`config.mk`:
```
export PLATFORM = sky130hd
export DESIGN_NAME = flash_bank_ctl
export DESIGN_NICKNAME = d
export VERILOG_FILES = /design/src/rtl/flash_bank_ctl.sv
export SDC_FILE = /design/constraint.sdc
export NUM_CORES = 1
export LEC_CHECK = 0
export ABC_AREA = 1
export BUFFER_PORTS_ARGS = -buffer_cell sky130_fd_sc_hd__clkbuf_2
export CAP_MARGIN = 20
export CORE_AREA = 2 2 292 179
export CTS_CLUSTER_SIZE = 16
export DETAILED_ROUTE_END_ITERATION = 10
export DIE_AREA = 0 0 294 181
export PLACE_DENSITY_LB_ADDON = 0.1
export SKIP_LAST_GASP = 1
export SLEW_MARGIN = 20
export SYNTH_ARGS = -nofsm -noshare
export SYNTH_HDL_FRONTEND = slang
export SYNTH_SLANG_ARGS = --single-unit
```
`constraint.sdc`:
```
create_clock -name clk -period 3.5 [get_ports clk]
set_clock_uncertainty 0.1 [all_clocks]
set_input_delay 0.175 -clock clk [delete_from_list [all_inputs] [get_ports clk]]
set_output_delay 0.175 -clock clk [all_outputs]
set_load 0.01 [all_outputs]
```
`src/rtl/flash_bank_ctl.sv`:
```
`timescale 1ns/1ps
module flash_bank_ctl #(
  parameter int AW        = 6,
  parameter int SB        = 2,
  parameter int WIN_CYC   = 8,
  parameter int ERASE_CYC = 24,
  parameter int SUSP_CYC  = 3,
  parameter int PROG_CYC  = 4,
  parameter logic [7:0] ID_MFR = 8'h5A,
  parameter logic [7:0] ID_DEV = 8'hC3
) (
  input  logic          clk,
  input  logic          rst_n,
  input  logic          wr_en,
  input  logic          wr_bank,
  input  logic [AW-1:0] wr_addr,
  input  logic [7:0]    wr_data,
  input  logic [AW-1:0] rd_addr,
  output logic [7:0]    rd_data,
  output logic          ready
);
  localparam int NSEC  = 1 << SB;
  localparam int DEPTH = 1 << AW;
  localparam int CW    = $clog2(ERASE_CYC + WIN_CYC + SUSP_CYC + PROG_CYC + 1);

  localparam logic [3:0] S_RD = 4'd0, S_AS = 4'd1, S_PSET = 4'd2, S_PRG = 4'd3,
                         S_WIN = 4'd4, S_ERS = 4'd5, S_SPND = 4'd6, S_SRD = 4'd7,
                         S_SPSET = 4'd8, S_SPRG = 4'd9, S_SAS = 4'd10, S_CHIP = 4'd11;

  localparam logic [7:0] C_PROG = 8'hA0, C_SER = 8'h20, C_CHIP = 8'h10, C_ID = 8'h90,
                         C_EXIT = 8'hF0, C_SUSP = 8'hB0, C_RES = 8'h30;

  logic [3:0]      st;
  logic [CW-1:0]   tmr, erl;
  logic [NSEC-1:0] mark;
  logic [AW-1:0]   pa;
  logic [7:0]      pd;
  logic [7:0]      mem [DEPTH];

  wire          cmd  = wr_en & wr_bank;
  wire [SB-1:0] wsec = wr_addr[AW-1 -: SB];
  wire [SB-1:0] rsec = rd_addr[AW-1 -: SB];
  wire          susp = cmd && wr_data == C_SUSP;
  wire          prg_done = (st == S_PRG || st == S_SPRG) && tmr == '0;
  wire          ers_done = st == S_ERS && !susp && erl == '0;
  wire          chp_done = st == S_CHIP && erl == '0;

  always_ff @(posedge clk or negedge rst_n) begin
    if (!rst_n) begin
      st <= S_RD; tmr <= '0; erl <= '0; mark <= '0; pa <= '0; pd <= '0;
    end else begin
      case (st)
        S_RD: if (cmd) begin
          case (wr_data)
            C_PROG: st <= S_PSET;
            C_SER:  begin
              st <= S_WIN; mark <= mark | (NSEC'(1) << wsec);
              tmr <= CW'(WIN_CYC - 1); erl <= CW'(ERASE_CYC - 1);
            end
            C_CHIP: begin st <= S_CHIP; erl <= CW'(ERASE_CYC - 1); end
            C_ID:   st <= S_AS;
            default: ;
          endcase
        end
        S_AS:  if (cmd && wr_data == C_EXIT) st <= S_RD;
        S_SAS: if (cmd && wr_data == C_EXIT) st <= S_SRD;
        S_PSET: if (cmd) begin
          pa <= wr_addr; pd <= wr_data; tmr <= CW'(PROG_CYC - 1); st <= S_PRG;
        end
        S_PRG:  if (tmr == '0) st <= S_RD;  else tmr <= tmr - 1'b1;
        S_SPRG: if (tmr == '0) st <= S_SRD; else tmr <= tmr - 1'b1;
        S_WIN: begin
          if (susp) st <= S_SRD;
          else if (cmd && wr_data == C_SER) begin
            mark <= mark | (NSEC'(1) << wsec); tmr <= CW'(WIN_CYC - 1);
          end else if (tmr == '0) st <= S_ERS;
          else tmr <= tmr - 1'b1;
        end
        S_ERS: begin
          if (susp) begin st <= S_SPND; tmr <= CW'(SUSP_CYC - 1); end
          else if (erl == '0) begin st <= S_RD; mark <= '0; end
          else erl <= erl - 1'b1;
        end
        S_SPND: if (tmr == '0) st <= S_SRD; else tmr <= tmr - 1'b1;
        S_SRD: if (cmd) begin
          case (wr_data)
            C_RES:  st <= S_ERS;
            C_PROG: st <= S_SPSET;
            C_ID:   st <= S_SAS;
            default: ;
          endcase
        end
        S_SPSET: if (cmd) begin
          if (mark[wsec]) st <= S_SRD;
          else begin
            pa <= wr_addr; pd <= wr_data; tmr <= CW'(PROG_CYC - 1); st <= S_SPRG;
          end
        end
        S_CHIP: if (erl == '0) st <= S_RD; else erl <= erl - 1'b1;
        default: st <= S_RD;
      endcase
    end
  end

  always_ff @(posedge clk) begin
    if (rst_n) begin
      if (prg_done) mem[pa] <= pd;
      for (int i = 0; i < DEPTH; i++)
        if (chp_done || (ers_done && mark[i >> (AW - SB)])) mem[i] <= 8'hFF;
    end
  end

  always_comb begin
    case (st)
      S_AS, S_SAS:    rd_data = rd_addr[0] ? ID_DEV : ID_MFR;
      S_RD, S_PSET:   rd_data = mem[rd_addr];
      S_SRD, S_SPSET: rd_data = mark[rsec] ? 8'h80 : mem[rd_addr];
      S_WIN:          rd_data = 8'h08;
      default:        rd_data = 8'h00;
    endcase
  end

  assign ready = st == S_RD || st == S_AS || st == S_PSET ||
                 st == S_SRD || st == S_SPSET || st == S_SAS;
endmodule

```
==> results.cfg <==
[global_route]
grt_pass1_wl_mm = 133
top_usage_layer = met1
grt_util_met2_pct = 44.8
antenna_found_initial = 1
grt.total_usage_pct = 31.7
grt_max_degree = 110
first_global_vias = 22700
grt_remaining_overflow = 0
use_met1_pct = 48.2
use_met3_pct = 7.60

[cells_and_area]
diodes = 0
area_growth_pct = 8.49
drive_gt1_share_pct = 6.64
final_cell_mix = 1390 x nand2_1, 512 x dfxtp_1, 462 x nand3_1, 387 x o211ai_1, 239 x inv_1
final_common_cell = nand2_1
layout.nets = 3635

[routing]
drtPass1Iterations = 6
via_per_inst = 5.84
drtIter0Drc = 3148
wl_mm = 85.7
via_count = 25200
ant_nets = 0
remaining_drc_errors = 0
wl_per_cell_um = 19.9

[die]
die_y_um = 181
ios = 33
die-width_um = 294
fp-row-count = 64
start_util_pct = 51.5
coreArea_um2 = 50400
die-area_um2 = 53200

[yosys]
synth-seq-area-share_pct = 42.8
syn_inst = 3739
synth_seq_cells = 546
syn-num-nets = 3766
yosys_warnings = 0
synth_area_per_cell_um2 = 6.94
syn_area_um2 = 25900
synth_cell_types = 36

[clocking]
cts_resized = 0
clock_latency_ps = 590
clk_pin_slew_ps = 70
ctsRootBufferMaster = clkbuf_16
cts_buffers = 52
post_cts_buffers = 0
cts_tree = done
htree_levels = 2
clockBufferDepth = 3
cts.sinks = 546

[worst_setup_path]
rr_startpoint = pa[3]
crit_top_cell = nand2_1
startpoint = pa[3]
crit_path_end_kind = register
cpPeakStageDelay_ps = 990
r2r_setup_slack_ps = 450
reg2regPathDepth = 6
required_ps = 3890
path_cells = inv_1 -> nand3_1 -> nor2_1 -> nand2_1 -> nand2_1 -> o211ai_1
arrival_ps = 3450
worstPathMaxFanout = 16
critPathLaunchType = register
slowest_stage = dfrtp_1
worstSetupPathType = register to register
rr_endpoint = mem[32][2]

[timing]
max_freq_mhz = 327
max_slew_margin_pct = 34.4
hold_violations = 0
finalMaxSlewViolations = 0
setup_viol = 0
rsz0062_at_grt = false
setup_tns_ps = 0
worst-slew-pin-transition_ps = 984
finalCritPeriodShare_pct = 87.3
fin_crit_ps = 3050

[power_and_ir_drop]
power_switching_mw = 6.26
peakVddDrop_mv = 0.479
power.internal_mw = 10.9
clock_power_share_pct = 33.1
power_frac_seq_pct = 41.6
switching_share_pct = 36.5
power_mw = 17.2
pwr-share-comb_pct = 25.2
p_leak_nw = 14.1
power_density_nw_per_um2 = 610

[job]
maxCapViolCount = 0

[placed_design]
hpwl_mm = 53.2
portBuffers = 32
gp_congestion = 0.879

[hold_path]
hp-class = input port to asynchronous set/reset pin

[status]
outcome = finished, final reports clean
power groups by stage:
stage / sequential, mW / combinational [mW] / clock (mW)
2_1_floorplan: 7.10 / 2.51 / 0
3_3_place_gp: 7.25 / 4.13 / 0
3_5_place_dp: 7.26 / 4.17 / 0
4_1_cts: 7.13 / 4.20 / 5.75
5_1_grt: 7.20 / 4.64 / 6.01
6_report: 7.15 / 4.33 / 5.69
per-stage QoR:
step / std cells / worst slack [ps] / utilization (%) / hold WS, ps / area, µm²
2_1_floorplan: 3739 / 1390 / - / -221 / 25900
3_3_place_gp: 4199 / 699 / 52.3 / 237 / 26300
3_5_place_dp: 4199 / 679 / 52.3 / 235 / 26300
4_1_cts: 4306 / 653 / 55.9 / 123 / 28200
5_1_grt: 4306 / 387 / 55.9 / 201 / 28200
6_report: 4306 / 446 / 55.9 / 143 / 28200
worst max-delay path: cells and delay by family (launching register included):
family,cells,cell delay [ps]
DFF,1,990
AOI/OAI and AO/OA,1,140
buffers and inverters,1,470
and+or+nand+nor,4,1240
logic make-up (layout without fill, tap and decap cells):
logic type | after synthesis | count (layout) | share of synthesized area, %
AOI/OAI and AO/OA | 580 | 580 | 15.0
xor gates and xnor gates | 3 | 3 | 0.101
adders and majority gates | 3 | 3 | 0.145
buffers and inverters | 544 | 451 | 8.64
DFF | 546 | 546 | 42.8
and+or+nand+nor | 2063 | 2063 | 33.4
sequential cells by signal, indices dropped and copies added (netlist names):
name / cells
mem: 512
pd: 8
erl: 6
pa: 6
tmr: 6
mark: 4
st: 4
timing repair:
item | 4_1_cts | 5_1_grt
hold buffers | 15 | 0
endpoints found under the setup margin | 0 | 0
hold endpoints to repair | 52 | 0
routing by layer:
metal  wire (µm)  part of all wire (%)  vias to the layer above
met5           0                     0                        -
met4        1790                   2.1                        0
met3        9840                    11                      146
met2       34900                    41                     1265
met1       39200                    46                    11700
li1            -                     -                    12100
worst max-delay path by stage:
stage                             to  cells after the start
after floorplan           mem[48][6]                     13
after global placement    mem[32][2]                      6
after detailed placement  mem[32][2]                      6
after CTS                 rd_data[5]                      9
after global routing      mem[33][7]                      6
final                     mem[32][2]                      6
cells in the mapped netlist:
master	n	area [µm²]
o22ai_1	1	6.26
nand4_2	6	75.1
nand3b_1	1	7.51
nor3_4	10	163
o21ai_0	118	591
inv_1	240	901
nor2_2	2	12.5
buf_1	25	93.8
o311ai_0	1	8.76
dfrtp_1	34	851
nor2_4	1	11.3
inv_2	8	30.0
nor2_1	137	514
buf_2	117	586
dfxtp_1	512	10200
nand3_1	462	2310
a211oi_1	1	7.51
buf_8	3	45.0
a21oi_1	55	275
nand3_2	2	20.0
o21bai_1	1	7.51
ha_1	3	37.5
nor3_2	3	30.0
nor3_1	4	20.0
clkbuf_1	138	518
nand2_1	1394	5230
clkinv_1	10	37.5
nand2_2	30	188
nand4_1	11	68.8
buf_4	1	7.51
o211ai_1	387	2910
a22oi_1	1	7.51
buf_6	2	22.5
o21ai_1	13	65.1
xor2_1	3	26.3
o31ai_1	2	15.0
area by class of cell:
type | count | area [µm²]
Clock buffer | 76 | 1530
Clock inverter | 16 | 150
Fill cell | 4817 | 22200
Tap cell | 660 | 826
Sequential cell | 546 | 11100
Multi-Input combinational cell | 2649 | 12600
Timing Repair Buffer | 101 | 927
Inverter | 258 | 977
Note: power is estimated with default switching activity, not from simulation.
